**src/rtl/rxq_pkg.sv**
```systemverilog
package rxq_pkg;

    typedef enum logic [1:0] {
        SEQ_IDLE,
        SEQ_READ,
        SEQ_ABORT
    } seq_state_t;

    typedef enum logic [1:0] {
        RXS_IDLE,
        RXS_START,
        RXS_DATA,
        RXS_STOP
    } rx_state_t;

    typedef enum logic [2:0] {
        A_CMD     = 3'd0,
        A_CTRL    = 3'd1,
        A_GSTAT   = 3'd2,
        A_SIRQ    = 3'd3,
        A_SIRQ_EN = 3'd4,
        A_MIRQ    = 3'd5,
        A_RXCNT   = 3'd6,
        A_RXDATA  = 3'd7
    } reg_addr_t;

    localparam logic [4:0] OPC_START_READ = 5'd1;

    localparam int B_CMD_DONE   = 0;
    localparam int B_ABORT_DONE = 5;
    localparam int B_RX_WM      = 26;
    localparam int B_RX_LAST    = 27;
    localparam int B_SEC_SUM    = 31;
    localparam int B_SEC_ACTIVE = 12;
    localparam int B_ABORT_REQ  = 1;

    localparam logic [31:0] SIRQ_IMPL =
        (32'd1 << B_CMD_DONE) | (32'd1 << B_ABORT_DONE) |
        (32'd1 << B_RX_WM) | (32'd1 << B_RX_LAST);

endpackage

```
**src/rtl/rxq_sampler.sv**
```systemverilog
module rxq_sampler
    import rxq_pkg::*;
#(
    parameter int CLK_DIV = 2,
    parameter int OSR     = 32,
    parameter int DATA_W  = 8
) (
    input  logic              clk,
    input  logic              rst_n,
    input  logic              enable,
    input  logic              rx_in,
    output logic              tick,
    output logic              line_idle,
    output logic              char_valid,
    output logic [DATA_W-1:0] char_data
);

    localparam int DW  = $clog2(CLK_DIV + 1);
    localparam int OW  = $clog2(OSR);
    localparam int BW  = $clog2(DATA_W + 1);
    localparam int MID = OSR / 2;

    logic [DW-1:0]     div_q;
    logic              rx_meta_q, rx_s_q, prev_q, prev_d;
    rx_state_t         state_q, state_d;
    logic [OW-1:0]     cnt_q, cnt_d;
    logic [BW-1:0]     bits_q, bits_d;
    logic [DATA_W-1:0] shift_q, shift_d;
    logic              push;
    logic              valid_q;
    logic [DATA_W-1:0] data_q;

    assign tick       = (div_q == DW'(CLK_DIV - 1));
    assign line_idle  = (state_q == RXS_IDLE);
    assign char_valid = valid_q;
    assign char_data  = data_q;

    always_ff @(posedge clk) begin
        if (!rst_n) begin
            div_q     <= '0;
            rx_meta_q <= 1'b1;
            rx_s_q    <= 1'b1;
        end else begin
            div_q     <= tick ? '0 : div_q + 1'b1;
            rx_meta_q <= rx_in;
            rx_s_q    <= rx_meta_q;
        end
    end

    // state register
    always_ff @(posedge clk) begin
        if (!rst_n || !enable) begin
            state_q <= RXS_IDLE;
            cnt_q   <= '0;
            bits_q  <= '0;
            shift_q <= '0;
            prev_q  <= 1'b1;
        end else begin
            state_q <= state_d;
            cnt_q   <= cnt_d;
            bits_q  <= bits_d;
            shift_q <= shift_d;
            prev_q  <= prev_d;
        end
    end

    always_comb begin
        state_d = state_q;
        cnt_d   = cnt_q;
        bits_d  = bits_q;
        shift_d = shift_q;
        prev_d  = prev_q;
        push    = 1'b0;
        if (tick && enable) begin
            unique case (state_q)
                RXS_IDLE: begin
                    prev_d = rx_s_q;
                    if (prev_q && !rx_s_q) begin
                        state_d = RXS_START;
                        cnt_d   = '0;
                    end
                end
                RXS_START: begin
                    if (cnt_q == OW'(MID - 1)) begin
                        if (!rx_s_q) begin
                            state_d = RXS_DATA;
                            cnt_d   = '0;
                            bits_d  = '0;
                        end else begin
                            state_d = RXS_IDLE;
                            prev_d  = rx_s_q;
                        end
                    end else begin
                        cnt_d = cnt_q + 1'b1;
                    end
                end
                RXS_DATA: begin
                    if (cnt_q == OW'(OSR - 1)) begin
                        cnt_d   = '0;
                        shift_d = {rx_s_q, shift_q[DATA_W-1:1]};
                        if (bits_q == BW'(DATA_W - 1)) state_d = RXS_STOP;
                        else bits_d = bits_q + 1'b1;
                    end else begin
                        cnt_d = cnt_q + 1'b1;
                    end
                end
                RXS_STOP: begin
                    if (cnt_q == OW'(OSR - 1)) begin
                        push    = rx_s_q;
                        state_d = RXS_IDLE;
                        prev_d  = rx_s_q;
                        cnt_d   = '0;
                    end else begin
                        cnt_d = cnt_q + 1'b1;
                    end
                end
            endcase
        end
    end

    // outputs
    always_ff @(posedge clk) begin
        if (!rst_n) begin
            valid_q <= 1'b0;
            data_q  <= '0;
        end else begin
            valid_q <= push;
            if (push) data_q <= shift_q;
        end
    end

    // a start edge that is high again at the confirm tick is rejected
    p_glitch_reject_r3: assert property (@(posedge clk) disable iff (!rst_n)
        (enable && tick && state_q == RXS_START && cnt_q == OW'(MID - 1) && rx_s_q)
        |=> (state_q == RXS_IDLE));

    // a low stop sample never produces a character
    p_frame_drop_r4: assert property (@(posedge clk) disable iff (!rst_n)
        (enable && tick && state_q == RXS_STOP && cnt_q == OW'(OSR - 1) && !rx_s_q)
        |=> !valid_q);

endmodule

```
**src/rtl/rxq_fifo.sv**
```systemverilog
module rxq_fifo #(
    parameter int DEPTH = 16,
    parameter int W     = 8
) (
    input  logic                       clk,
    input  logic                       rst_n,
    input  logic                       push,
    input  logic [W-1:0]               wdata,
    input  logic                       pop,
    output logic [W-1:0]               rdata,
    output logic [$clog2(DEPTH+1)-1:0] count,
    output logic                       empty
);

    localparam int AW = (DEPTH > 1) ? $clog2(DEPTH) : 1;
    localparam int CW = $clog2(DEPTH + 1);

    logic [W-1:0]  mem_q [DEPTH];
    logic [AW-1:0] wp_q, rp_q;
    logic [CW-1:0] cnt_q;
    logic          full, push_ok, pop_ok;

    assign full    = (cnt_q == CW'(DEPTH));
    assign empty   = (cnt_q == '0);
    assign push_ok = push && !full;
    assign pop_ok  = pop && !empty;
    assign rdata   = empty ? '0 : mem_q[rp_q];
    assign count   = cnt_q;

    function automatic logic [AW-1:0] nxt(input logic [AW-1:0] p);
        return (p == AW'(DEPTH - 1)) ? '0 : p + 1'b1;
    endfunction

    always_ff @(posedge clk) begin
        if (!rst_n) begin
            wp_q  <= '0;
            rp_q  <= '0;
            cnt_q <= '0;
        end else begin
            if (push_ok) wp_q <= nxt(wp_q);
            if (pop_ok)  rp_q <= nxt(rp_q);
            cnt_q <= cnt_q + CW'(push_ok) - CW'(pop_ok);
        end
    end

    for (genvar i = 0; i < DEPTH; i++) begin : g_slot
        always_ff @(posedge clk) begin
            if (push_ok && wp_q == AW'(i)) mem_q[i] <= wdata;
        end
    end

    // a push into a full queue without a pop leaves the count alone
    p_no_overflow_r6: assert property (@(posedge clk) disable iff (!rst_n)
        (full && push && !pop) |=> (count == $past(count)));

    // a pop on its own lowers the count by one
    p_pop_lowers_r5: assert property (@(posedge clk) disable iff (!rst_n)
        (pop && !push && !empty) |=> (count == $past(count) - 1'b1));

endmodule

```
**src/rtl/rxq_stale.sv**
```systemverilog
module rxq_stale #(
    parameter int STALE_TICKS = 160
) (
    input  logic clk,
    input  logic rst_n,
    input  logic enable,
    input  logic tick,
    input  logic arm,
    input  logic busy,
    input  logic has_data,
    output logic fire
);

    localparam int TW = $clog2(STALE_TICKS + 1);

    logic          armed_q;
    logic [TW-1:0] cnt_q;
    logic          fire_q;

    assign fire = fire_q;

    always_ff @(posedge clk) begin
        if (!rst_n || !enable) begin
            armed_q <= 1'b0;
            cnt_q   <= '0;
            fire_q  <= 1'b0;
        end else begin
            fire_q <= 1'b0;
            if (arm) begin
                armed_q <= 1'b1;
                cnt_q   <= '0;
            end else if (busy) begin
                cnt_q <= '0;
            end else if (armed_q && tick) begin
                if (cnt_q == TW'(STALE_TICKS - 1)) begin
                    armed_q <= 1'b0;
                    fire_q  <= has_data;
                end else begin
                    cnt_q <= cnt_q + 1'b1;
                end
            end
        end
    end

endmodule

```
**src/rtl/rxq_uart_rx.sv**
```systemverilog
module rxq_uart_rx
    import rxq_pkg::*;
#(
    parameter int CLK_DIV      = 2,
    parameter int OSR          = 32,
    parameter int FIFO_DEPTH   = 16,
    parameter int WM_LEVEL     = 4,
    parameter int STALE_TICKS  = 160,
    parameter int ABORT_CYCLES = 4
) (
    input  logic        clk,
    input  logic        rst_n,
    input  logic        reg_wr,
    input  logic        reg_rd,
    input  logic [2:0]  reg_addr,
    input  logic [31:0] reg_wdata,
    output logic [31:0] reg_rdata,
    input  logic        rx_in,
    output logic        irq
);

    localparam int CW = $clog2(FIFO_DEPTH + 1);
    localparam int AC = $clog2(ABORT_CYCLES + 1);

    reg_addr_t   addr;
    seq_state_t  seq_q, seq_d;
    logic [AC-1:0] abt_q, abt_d;
    logic [4:0]  op_q;
    logic [31:0] en_q, sts_q, sts_d, ev, clr;
    logic        abort_done, reading;
    logic        tick, line_idle, rx_valid;
    logic [7:0]  rx_char, fifo_out;
    logic [CW-1:0] fifo_cnt;
    logic        fifo_empty, pop, stale_fire;
    logic        wr_cmd, wr_ctrl;

    assign addr    = reg_addr_t'(reg_addr);
    assign wr_cmd  = reg_wr && addr == A_CMD;
    assign wr_ctrl = reg_wr && addr == A_CTRL && reg_wdata[B_ABORT_REQ];
    assign reading = (seq_q == SEQ_READ);
    assign pop     = reg_rd && addr == A_RXDATA;

    rxq_sampler #(.CLK_DIV(CLK_DIV), .OSR(OSR), .DATA_W(8)) u_samp (
        .clk(clk), .rst_n(rst_n), .enable(reading), .rx_in(rx_in),
        .tick(tick), .line_idle(line_idle),
        .char_valid(rx_valid), .char_data(rx_char)
    );

    rxq_fifo #(.DEPTH(FIFO_DEPTH), .W(8)) u_fifo (
        .clk(clk), .rst_n(rst_n), .push(rx_valid), .wdata(rx_char),
        .pop(pop), .rdata(fifo_out), .count(fifo_cnt), .empty(fifo_empty)
    );

    rxq_stale #(.STALE_TICKS(STALE_TICKS)) u_stale (
        .clk(clk), .rst_n(rst_n), .enable(reading), .tick(tick),
        .arm(rx_valid), .busy(!line_idle), .has_data(!fifo_empty),
        .fire(stale_fire)
    );

    // sequencer state register
    always_ff @(posedge clk) begin
        if (!rst_n) begin
            seq_q <= SEQ_IDLE;
            abt_q <= '0;
        end else begin
            seq_q <= seq_d;
            abt_q <= abt_d;
        end
    end

    always_comb begin
        seq_d      = seq_q;
        abt_d      = abt_q;
        abort_done = 1'b0;
        unique case (seq_q)
            SEQ_IDLE: begin
                if (wr_ctrl) begin
                    seq_d = SEQ_ABORT;
                    abt_d = '0;
                end else if (wr_cmd && reg_wdata[31:27] == OPC_START_READ) begin
                    seq_d = SEQ_READ;
                end
            end
            SEQ_READ: begin
                if (wr_ctrl) begin
                    seq_d = SEQ_ABORT;
                    abt_d = '0;
                end
            end
            SEQ_ABORT: begin
                if (abt_q == AC'(ABORT_CYCLES - 1)) begin
                    seq_d      = SEQ_IDLE;
                    abort_done = 1'b1;
                end else begin
                    abt_d = abt_q + 1'b1;
                end
            end
        endcase
    end

    // interrupt and register outputs
    always_comb begin
        ev = '0;
        ev[B_CMD_DONE]   = abort_done;
        ev[B_ABORT_DONE] = abort_done;
        ev[B_RX_WM]      = (fifo_cnt >= CW'(WM_LEVEL));
        ev[B_RX_LAST]    = stale_fire;
        clr   = (reg_wr && addr == A_SIRQ) ? reg_wdata : '0;
        sts_d = ((sts_q & ~clr) | (ev & en_q)) & SIRQ_IMPL;
    end

    always_ff @(posedge clk) begin
        if (!rst_n) begin
            op_q  <= '0;
            en_q  <= '0;
            sts_q <= '0;
        end else begin
            sts_q <= sts_d;
            if (wr_cmd) op_q <= reg_wdata[31:27];
            if (reg_wr && addr == A_SIRQ_EN) en_q <= reg_wdata & SIRQ_IMPL;
        end
    end

    assign irq = |(sts_q & en_q);

    always_comb begin
        reg_rdata = '0;
        unique case (addr)
            A_CMD:     reg_rdata[31:27]      = op_q;
            A_CTRL:    reg_rdata[B_ABORT_REQ] = (seq_q == SEQ_ABORT);
            A_GSTAT:   reg_rdata[B_SEC_ACTIVE] = (seq_q != SEQ_IDLE);
            A_SIRQ:    reg_rdata             = sts_q;
            A_SIRQ_EN: reg_rdata             = en_q;
            A_MIRQ:    reg_rdata[B_SEC_SUM]  = irq;
            A_RXCNT:   reg_rdata[24:0]       = 25'(fifo_cnt);
            A_RXDATA:  reg_rdata[7:0]        = fifo_out;
        endcase
    end

    // no character leaves the receiver one cycle after reading stopped
    p_rx_gated_r2: assert property (@(posedge clk) disable iff (!rst_n)
        (seq_q != SEQ_READ) |=> !rx_valid);

    // the last-data bit cannot rise while its enable was clear
    p_gate_last_r9: assert property (@(posedge clk) disable iff (!rst_n)
        !en_q[B_RX_LAST] |=> !$rose(sts_q[B_RX_LAST]));

    // an abort always drains back to idle with done flags if enabled
    p_abort_retire_r10: assert property (@(posedge clk) disable iff (!rst_n)
        (seq_q == SEQ_ABORT && abt_q == AC'(ABORT_CYCLES - 1) && en_q[B_ABORT_DONE])
        |=> (seq_q == SEQ_IDLE && sts_q[B_ABORT_DONE]));

endmodule

```
**config.mk**
```make
export PLATFORM = sky130hd
export DESIGN_NAME = rxq_uart_rx
export DESIGN_NICKNAME = d
export VERILOG_FILES = /design/src/rtl/rxq_pkg.sv /design/src/rtl/rxq_sampler.sv /design/src/rtl/rxq_fifo.sv /design/src/rtl/rxq_stale.sv /design/src/rtl/rxq_uart_rx.sv
export SDC_FILE = /design/constraint.sdc
export NUM_CORES = 1
export LEC_CHECK = 0
export CELL_PAD_IN_SITES_DETAIL_PLACEMENT = 1
export CELL_PAD_IN_SITES_GLOBAL_PLACEMENT = 1
export CORE_MARGIN = 3
export CORE_UTILIZATION = 40
export CTS_CLUSTER_DIAMETER = 200
export CTS_CLUSTER_SIZE = 28
export DETAILED_ROUTE_END_ITERATION = 7
export DONT_BUFFER_PORTS = 1
export PLACE_DENSITY_LB_ADDON = 0.1
export REMOVE_ABC_BUFFERS = 1
export SYNTH_ARGS = -nofsm -noshare
export SYNTH_HDL_FRONTEND = slang
export SYNTH_SLANG_ARGS = --single-unit
```
**constraint.sdc**
```tcl
create_clock -name clk -period 2.4 [get_ports clk]
set_clock_uncertainty 0.05 [all_clocks]
set_input_delay 0.48 -clock clk [delete_from_list [all_inputs] [get_ports clk]]
set_output_delay 0.48 -clock clk [all_outputs]
set_load 0.01 [all_outputs]
```
==> metrics, run 1 <==
hold buffers post-CTS 0; commonest non-fill, non-tap cell in the layout edfxtp_1; DIE AREA 0.02435 mm²; wire length per cell 19.87 µm; min Tclk post-route 2.747 ns; setup ws final -0.3474 ns; crit path kind reg -> out; ranking of synthesized cells by area edfxtp_1 (43%), dfxtp_1 (17%), mux4_2 (8.0%), ha_1 (3.9%), mux2i_1 (3.7%); CP arrival 2.22 ns; row cnt 54; n_diodes 0; I/O pin cnt 73; first-pass GRT wire length 32120 µm; Final Slew Violations 0; most frequent cells in the layout edfxtp_1 (128), dfxtp_1 (75), nor2_1 (63); Post-Place Cell Area 0.009539 mm²; Die W 156.1 µm; number of warnings issued by yosys 0; period utilization 114.5%; CTS clk-pin slew, worst paths 0.11 ns; GRT overflow 0; number of global-route vias before repair 5899; WL final 20250 µm; power density cells 646.5 mW/mm²; pin count of the biggest net entering global routing 30; Avg Inst Size Synth 13.00 µm²; clock tree buffer depth 3; endpoints failing setup 8; Startpoint Class flop; worst slack at placement -0.2422 ns; I/O Buffers 0; die height 156.1 µm; failing checks setup timing; Num CTS Buffers 11; Worst EP required 1.87 ns; P&R area growth vs syn 11.57%; Routed Antenna Nets 0; ys flop type edfxtp_1; Remaining DRCs 0; critical path peak fanout 7; Netlist Area Pre-Place 0.009007 mm²; setup_tns -2.343 ns; initial antenna violation count 0; Tot GR Track Use 16.60%; total number of vias 5551; Yosys top cell by area edfxtp_1; Via density 5.447; initial core utilization 41.02%; Async SR Flop Fraction 0%; Peak Freq 364.0 MHz; CTS tree done; post-synth top area share 42.67%; Cells after Synth 693; VDD IR-drop max 345.5 µV; Max-cap violations 0; status complete, but fails checks; initial DRC count 321; RePlAce Congestion 0.7442; RSZ-0062 raised after global routing true; Max-slew headroom 59.46%; Leakage Power 3.336 nW; HP Class in -> reg; share of layout cells above drive strength 1 19.08%; EDFF count, synth 128; Design Area, Final 0.01005 mm²; Distinct cells, synth 65; Skew-Pair Late Insertion Delay 0.47 ns; Seq/Total Area, Yosys 60.01%; Final Hold Viols 0; Total Nets Final 806; post-DP HPWL 14670 µm; Worst Tran Pin Value 0.6073 ns; flops & latches, synth 206; first drt pass iteration count 4; Core ar. 0.02196 mm²; Clock Tree Root clkbuf_16; nature of the critical path endpoint output port; H-tree Lvls 1; CTS sink count 206
==> state kept, by name, indices dropped and copies added, names as in the netlist, 5 cells and up, named ones only <==
signal,count
u_fifo.mem_q,128
u_samp.char_data,8
u_samp.shift_q,8
u_stale.cnt_q,8
op_q,5
u_fifo.count,5
u_samp.cnt_q,5
==> timing repair <==
action / CTS / global route
resized for setup: 22 / 13
pin swaps: 9 / 3
endpoints found under the setup margin: 10 / 10
buffers inserted: 4 / 6
==> worst max-delay path, cell delays in order, from the launching register on <==
cell,delay (ns)
dfxtp_4,0.43
buf_4,0.14
buf_8,0.12
mux4_2,0.51
mux2_4,0.30
nand2_2,0.07
o211ai_1,0.18
==> path summary, 6_finish.rpt <==
kind | startpoint | end | slack [ns] | cells past startpoint
worst min-delay path | rst_n | u_samp.rx_meta_q | 0.04 | 1
worst min register to register | u_samp.div_q[0] | u_samp.div_q[0] | 0.38 | 1
worst max register to register | u_fifo.count[3] | u_fifo.count[4] | 0 | 13
worst max-delay path | flop | reg_rdata[0] | -0.35 | 6
==> where the power goes <==
part	leakage, nW	internal [mW]	switching (mW)
Clock	0.149	0.873	1.10
Sequential	1.82	3.75	0.0317
Combinational	1.37	0.366	0.374
==> cell type report <==
class / count / area [µm²]
clock inverters: 1 / 20.02
clock buffers: 14 / 286.5
multi-input cells: 431 / 3402
well taps: 280 / 350.3
repair buffers: 60 / 478.0
flip-flops and latches: 206 / 5411
inverters: 27 / 101.3
fillers: 2255 / 11910
==> kinds of logic (layout without fill, tap and decap cells) <==
logic type | count (synthesis) | in the layout | synth area share [%]
adder cells (fa/ha/maj) | 29 | 29 | 4.112
AND/OR/NAND/NOR | 210 | 210 | 12.00
AO/OA/AOI/OAI | 98 | 98 | 6.987
flip-flops | 206 | 206 | 60.01
XOR/XNOR | 10 | 10 | 0.9724
multiplexers | 67 | 67 | 11.92
buffers and inverters | 72 | 102 | 3.959
other | 1 | 17 | 0.04163
==> cell usage after synthesis, drive strengths merged (14+ instances only) <==
library cell  count
buf              29
nand2            50
mux4             32
edfxtp          128
nor2             63
a21oi            38
mux2i            33
ha               28
nand2b           14
dfxtp            78
clkbuf           16
inv              27
==> metrics by stage <==
stage                     hold WS (ns)  total power [mW]  util, %  instances
final                          0.03633             6.497    45.77       1019
after global routing           0.01413             6.796    45.77       1019
after CTS                     0.006938             6.586    45.34       1013
after detailed placement        0.3552             4.498    43.44        994
after global placement          0.3563             4.471    43.44        994
after floorplan                 0.3363             4.242        -        664
==> metal layers <==
metal	vias to the layer above	GRT usage (%)	part of all wire [%]	routed length [µm]
li1	2615	-	-	-
met4	0	2.944	0.94	191
met2	97	30.08	52	10530
met5	-	0	0	0
met3	13	2.358	3.8	769
met1	2826	21.46	43	8759
(Power assumes the default switching activity.)
==> run 2, diff against run 1 <==
--- a/config.mk
+++ b/config.mk
@@ -7,14 +7,14 @@
 export LEC_CHECK = 0
 export CELL_PAD_IN_SITES_DETAIL_PLACEMENT = 1
 export CELL_PAD_IN_SITES_GLOBAL_PLACEMENT = 1
-export CORE_MARGIN = 3
 export CORE_UTILIZATION = 40
 export CTS_CLUSTER_DIAMETER = 200
 export CTS_CLUSTER_SIZE = 28
 export DETAILED_ROUTE_END_ITERATION = 7
 export DONT_BUFFER_PORTS = 1
-export PLACE_DENSITY_LB_ADDON = 0.1
+export PLACE_DENSITY_LB_ADDON = 0.25
 export REMOVE_ABC_BUFFERS = 1
+export SLEW_MARGIN = 20
 export SYNTH_ARGS = -nofsm -noshare
 export SYNTH_HDL_FRONTEND = slang
 export SYNTH_SLANG_ARGS = --single-unit
==> run 2 against run 1 <==
The run ends with DRC, setup timing left. Maximum frequency is 0.58% lower. Via count fell by 1.1%. Setup slack worse by 0.016 ns. Core utilization rose by 0.48 points. Total power rose by 1.9%. Final cell count increased by 0.49%. Sequential power about the same. Critical path depth is the same. Critical path type unchanged.
==> metrics, run 2 (same netlist as run 1, synthesis figures left out) <==
R2R setup slack -0.15 ns (-0.15 ns); Total Nets Final 809 (+0.37%); Max-slew headroom 55.77% (-3.7 points); H-tree Lvls 1 (unchanged); max reg flops 128 (unchanged); Hold Startpoint rst_n; CTS tree done; Die W 152.1 µm (-2.6%); hold buffers post-CTS 0 (unchanged); crit path cell chain buf_6, buf_12, mux4_2, a22oi_2, o211ai_1, buf_4; WHS Endpoint u_samp.rx_meta_q; WL final 19850 µm (-1.9%); power density cells 652.0 mW/mm² (+0.85%); critical path peak fanout 7 (unchanged); Via density 5.362 (-1.6%); period utilization 115.1% (+0.67 points); worst reg2reg endpoint u_fifo.count[4]; Leakage Power 3.388 nW (+1.6%); Final Slew Violations 0 (unchanged); initial antenna violation count 0 (unchanged); I/O pin cnt 73 (unchanged); Skew-Pair Late Insertion Delay 0.46 ns (about the same); CP bufs+invs 3 (+1); status complete, but fails checks; Clock Power Share 29.7% (-0.7 points); combinational power share 13.1% (+1.7 points); Worst path top cell family by delay multiplexers; endpoints failing setup 9 (+1); setup_tns -2.388 ns (-0.04540 ns); Final Hold Viols 0 (unchanged); Max-cap violations 0 (unchanged); number of global-route vias before repair 5829 (-1.2%); wire length per cell 19.39 µm (-2.4%); Sw Pwr 1.548 mW (+2.7%); RSZ-0062 raised after global routing true; die height 152.1 µm (-2.6%); crit path kind reg -> out; first-pass GRT wire length 31680 µm (-1.4%); Core ar. 0.02196 mm² (unchanged); setup ws final -0.3634 ns (-0.01598 ns); min Tclk post-route 2.763 ns (+0.01598 ns); row cnt 54 (unchanged); failing checks DRC, setup timing; Remaining DRCs 21 (+21); DIE AREA 0.02312 mm² (-5.1%); Worst EP required 1.87 ns (about the same); hold path depth 1 (unchanged); share of layout cells above drive strength 1 19.09% (about the same); P&R area growth vs syn 12.74%; HP Class in -> reg; Top reg by flops u_fifo.mem_q; first drt pass iteration count 7 (+3); sequential share of power 57.2% (-1.0 points); Clock Tree Root clkbuf_16; Peak Freq 361.9 MHz (-0.58%); CTS clk-pin slew, worst paths 0.11 ns (about the same); R2R depth 14 (+1); total number of vias 5491 (-1.1%); P_int 5.073 mW (+1.7%); initial core utilization 41.02% (unchanged); R2R Path Start u_fifo.count[3]; Tot GR Track Use 17.31% (+0.70 points); Routed Antenna Nets 0 (unchanged); crit-path max cell delay 0.51 ns (about the same); I/O Buffers 0 (unchanged); WHS 0.03558 ns (-0.0007569 ns); Worst Tran Pin Value 0.6625 ns (+0.05515 ns); CTS sink count 206 (unchanged); commonest non-fill, non-tap cell in the layout edfxtp_1; initial DRC count 306 (-4.7%); Num CTS Buffers 11 (unchanged); post-DP HPWL 14000 µm (-4.6%); pin count of the biggest net entering global routing 42 (+40%); slowest library cell on the worst path mux4_2; nature of the critical path endpoint output port; VDD IR-drop max 374.7 µV (+8.4%); GRT overflow 0 (unchanged); Startpoint Class flop; RePlAce Congestion 0.7934 (+6.6%); clock tree buffer depth 3 (unchanged); CP arrival 2.23 ns (about the same); n_diodes 0 (unchanged); most frequent cells in the layout edfxtp_1 (128), dfxtp_1 (75), nor2_1 (63); Net Sw Frac 23.38% (+0.18 points)
[run 2: how the worst max path moves through the flow]
stage                     from              end  slack, ns  depth (start not counted)
6_report                  flop     reg_rdata[1]      -0.36                          6
5_1_grt                   flop     reg_rdata[5]      -0.44                          4
4_1_cts                   flop     reg_rdata[5]      -0.45                          4
3_5_place_dp   u_fifo.count[2]  u_fifo.count[4]      -0.20                         13
3_3_place_gp   u_fifo.count[2]  u_fifo.count[4]      -0.11                         13
2_1_floorplan             flop     reg_rdata[5]      -0.81                          4
[run 2: power by group through the flow]
| stage | registers [mW] | clock network (mW) | logic (mW) |
|---|---|---|---|
| CTS | 3.78 | 2.05 | 0.767 |
| global placement | 3.85 | 0 | 0.607 |
| floorplan | 3.87 | 0 | 0.376 |
| global route | 3.79 | 2.15 | 0.945 |
| finish | 3.78 | 1.97 | 0.868 |
| detailed placement | 3.86 | 0 | 0.634 |
[run 2: worst register-to-register path, cell delays in order, from the launching register on]
cell,delay (ns)
dfxtp_2,0.35
inv_2,0.07
ha_4,0.13
nor4b_4,0.23
buf_4,0.17
nor3_4,0.04
ha_1,0.29
inv_1,0.07
ha_2,0.18
inv_2,0.04
fa_2,0.34
nand2b_4,0.16
a21oi_4,0.14
or3_1,0.11
a21oi_1,0.05
[run 2: per-stage QoR]
step                      setup WS (ns)  total power, mW  instances  util (%)  instance area [µm²]
after floorplan                 -0.8132            4.242        664         -                 8812
after global placement          -0.1139            4.461        990     43.36                 9522
after CTS                       -0.4510            6.598       1019     45.80                10060
after detailed placement        -0.1984            4.491        990     43.36                 9522
after global routing            -0.4409            6.882       1024     46.25                10150
final                           -0.3634            6.620       1024     46.25                10150
[run 2: what timing repair did]
action / 4_1_cts / 5_1_grt
setup endpoints to repair: 10 / 11
buffers inserted: 12 / 6
hold endpoints to repair: 0 / 0
pin swaps: 16 / 14
gates cloned: 0 / 0
resized for setup: 29 / 15
[run 2: per-layer routing]
metal	global-route usage [%]	vias to the layer above	share of wire, %
li1	-	2616	-
met1	21.97	2791	43
met2	31.61	64	52
met3	1.825	20	2.7
met4	4.179	0	1.7
met5	0	-	0
[run 2: final cells by class]
class / count / area, µm²
clock inverters: 1 / 20.02
fillers: 2231 / 11800
repair buffers: 63 / 556.8
flip-flops and latches: 206 / 5411
multi-input cells: 431 / 3421
clock buffers: 16 / 294.0
well taps: 280 / 350.3
inverters: 27 / 101.3
==> run 3, diff against run 2 <==
--- a/config.mk
+++ b/config.mk
@@ -7,11 +7,14 @@
 export LEC_CHECK = 0
 export CELL_PAD_IN_SITES_DETAIL_PLACEMENT = 1
 export CELL_PAD_IN_SITES_GLOBAL_PLACEMENT = 1
+export CORE_ASPECT_RATIO = 1.1
+export CORE_MARGIN = 3
 export CORE_UTILIZATION = 40
 export CTS_CLUSTER_DIAMETER = 200
 export CTS_CLUSTER_SIZE = 28
 export DETAILED_ROUTE_END_ITERATION = 7
 export DONT_BUFFER_PORTS = 1
+export MAX_ROUTING_LAYER = met4
 export PLACE_DENSITY_LB_ADDON = 0.25
 export REMOVE_ABC_BUFFERS = 1
 export SLEW_MARGIN = 20
==> run 3 against run 2 <==
The run ends with setup timing left. Combinational power decreased by 7.4%. Maximum frequency grew 0.42%. Sequential power is essentially flat. Via count rose by 1.2%. Total power shrank 0.70%. Die area rose by 5.3%. Sequential cell count is the same. Critical path depth is 2 lower. First-iteration DRC count down 5.6%. Wire length rose by 1.5%. Clock power is essentially flat. Critical endpoint is now reg_rdata[5]. Register-to-register slack improved by 0.05 ns. Highest routed layer unchanged.
==> metrics, run 3 (same netlist as run 1, synthesis figures left out) <==
crit-path max cell delay 0.51 ns (about the same); number of global-route vias before repair 5867 (+0.65%); Num CTS Buffers 11 (unchanged); Die W 149.1 µm (-2.0%); first-pass GRT wire length 31890 µm (+0.65%); Final Hold Viols 0 (unchanged); commonest non-fill, non-tap cell in the layout edfxtp_1; worst reg2reg endpoint u_fifo.count[4]; R2R Path Start u_fifo.count[3]; power density cells 646.5 mW/mm² (-0.84%); hold path depth 1 (unchanged); non-filler instance count after layout 1027 (+0.29%); Tot GR Track Use 16.99% (-0.32 points); crit path kind reg -> out; Startpoint Class flop; initial antenna violation count 0 (unchanged); Leakage Power 3.356 nW (-0.94%); Peak Freq 363.4 MHz (+0.42%); Max-cap violations 0 (unchanged); initial DRC count 289 (-5.6%); die height 163.4 µm (+7.4%); Core ar. 0.02172 mm² (-1.1%); I/O pin cnt 73 (unchanged); share of layout cells above drive strength 1 18.86% (-0.23 points); n_diodes 0 (unchanged); H-tree Lvls 1 (unchanged); row cnt 56 (+3.7%); RSZ-0062 raised after global routing true; first drt pass iteration count 4 (-3); Worst path top cell family by delay multiplexers; Routed Antenna Nets 0 (unchanged); critical path peak fanout 6 (-1); setup ws final -0.3518 ns (+0.01160 ns); CTS clk-pin slew, worst paths 0.11 ns (about the same); max reg flops 128 (unchanged); Total Nets Final 802 (-0.87%); I/O Buffers 0 (unchanged); R2R depth 14 (unchanged); Worst Tran Pin Value 0.6071 ns (-0.05540 ns); dpl cells 1000 (+1.0%); Top reg by flops u_fifo.mem_q; most frequent cells in the layout edfxtp_1 (128), dfxtp_1 (74), nor2_1 (63); wire length per cell 19.61 µm (+1.2%); RePlAce Congestion 0.8351 (+5.3%); R2R setup slack -0.10 ns (+0.05 ns); Hold Startpoint rst_n; pin count of the biggest net entering global routing 42 (unchanged); Skew-Pair Late Insertion Delay 0.47 ns (about the same); clock tree buffer depth 3 (unchanged); total number of vias 5555 (+1.2%); Max-slew headroom 59.16% (+3.4 points); post-DP HPWL 14230 µm (+1.7%); min Tclk post-route 2.752 ns (-0.01160 ns); P&R area growth vs syn 12.91%; VDD IR-drop max 367.0 µV (-2.1%); Final Slew Violations 0 (unchanged); CTS sink count 206 (unchanged); initial core utilization 41.47% (+0.45 points); period utilization 114.7% (-0.48 points); CP arrival 2.22 ns (about the same); crit path cell chain mux4_2, mux2_4, a222oi_1, nand2_1; WHS Endpoint u_samp.rx_meta_q; Worst EP required 1.87 ns (about the same); # fillers 2225 (-0.27%); nature of the critical path endpoint output port; failing checks setup timing; Via density 5.409 (+0.87%); Remaining DRCs 0 (-100%); HP Class in -> reg; Tot Pwr 6.574 mW (-0.70%); Post-Route Utilization 46.82% (+0.58 points); CP bufs+invs 0 (-3); CTS tree done; WL final 20140 µm (+1.5%); Clock Tree Root clkbuf_16; hold buffers post-CTS 0 (unchanged); slowest library cell on the worst path mux4_2; DIE AREA 0.02436 mm² (+5.3%); GRT overflow 0 (unchanged); endpoints failing setup 9 (unchanged); setup_tns -2.644 ns (-0.2565 ns); status complete, but fails checks
==> run 3: how the worst max path moves through the flow <==
stage	startpoint	cells after the start	end	slack [ns]
finish	flop	4	reg_rdata[5]	-0.35
global route	u_fifo.count[3]	7	reg_rdata[1]	-0.42
CTS	flop	4	reg_rdata[5]	-0.41
detailed placement	u_fifo.count[2]	13	u_fifo.count[4]	-0.30
global placement	u_fifo.count[2]	13	u_fifo.count[4]	-0.13
floorplan	flop	4	reg_rdata[5]	-0.81
==> run 3: layer usage <==
layer	track usage (%)	share of wire, %	up-vias
met4	4.578	2.1	0
li1	-	-	2608
met3	1.831	2.8	26
met5	-	0	-
met2	30.81	54	78
met1	20.14	42	2843
==> run 3: layout make-up <==
| cell class | instances | area, µm² | share of cell area [%] |
|---|---|---|---|
| Clock buffer | 16 | 294.0 | 2.891 |
| Clock inverter | 1 | 20.02 | 0.1968 |
| Inverter | 27 | 101.3 | 0.9965 |
| Multi-Input combinational cell | 431 | 3485 | 34.26 |
| Sequential cell | 206 | 5413 | 53.22 |
| Tap cell | 290 | 362.8 | 3.568 |
| Timing Repair Buffer | 56 | 494.2 | 4.860 |
==> run 3: per-stage QoR <==
stage	setup WS, ns	instance area (µm²)	hold WS, ns
global route	-0.4222	10170	0.007239
finish	-0.3518	10170	0.02529
floorplan	-0.8132	8812	0.3363
global placement	-0.1295	9534	0.3485
detailed placement	-0.2986	9534	0.3526
CTS	-0.4081	9990	0.009521
==> run 3: repair_timing <==
item | CTS | global route
pin swaps | 10 | 15
setup buffers | 4 | 6
resized for setup | 26 | 22
cloned | 0 | 1
endpoints found under the setup margin | 10 | 13
==> run 3: power by group <==
group          switching [mW]  internal (mW)  total, mW
registers              0.0319           3.75       3.78
logic                   0.409          0.395      0.804
clock network            1.10          0.885       1.99
total                    1.54           5.03       6.57
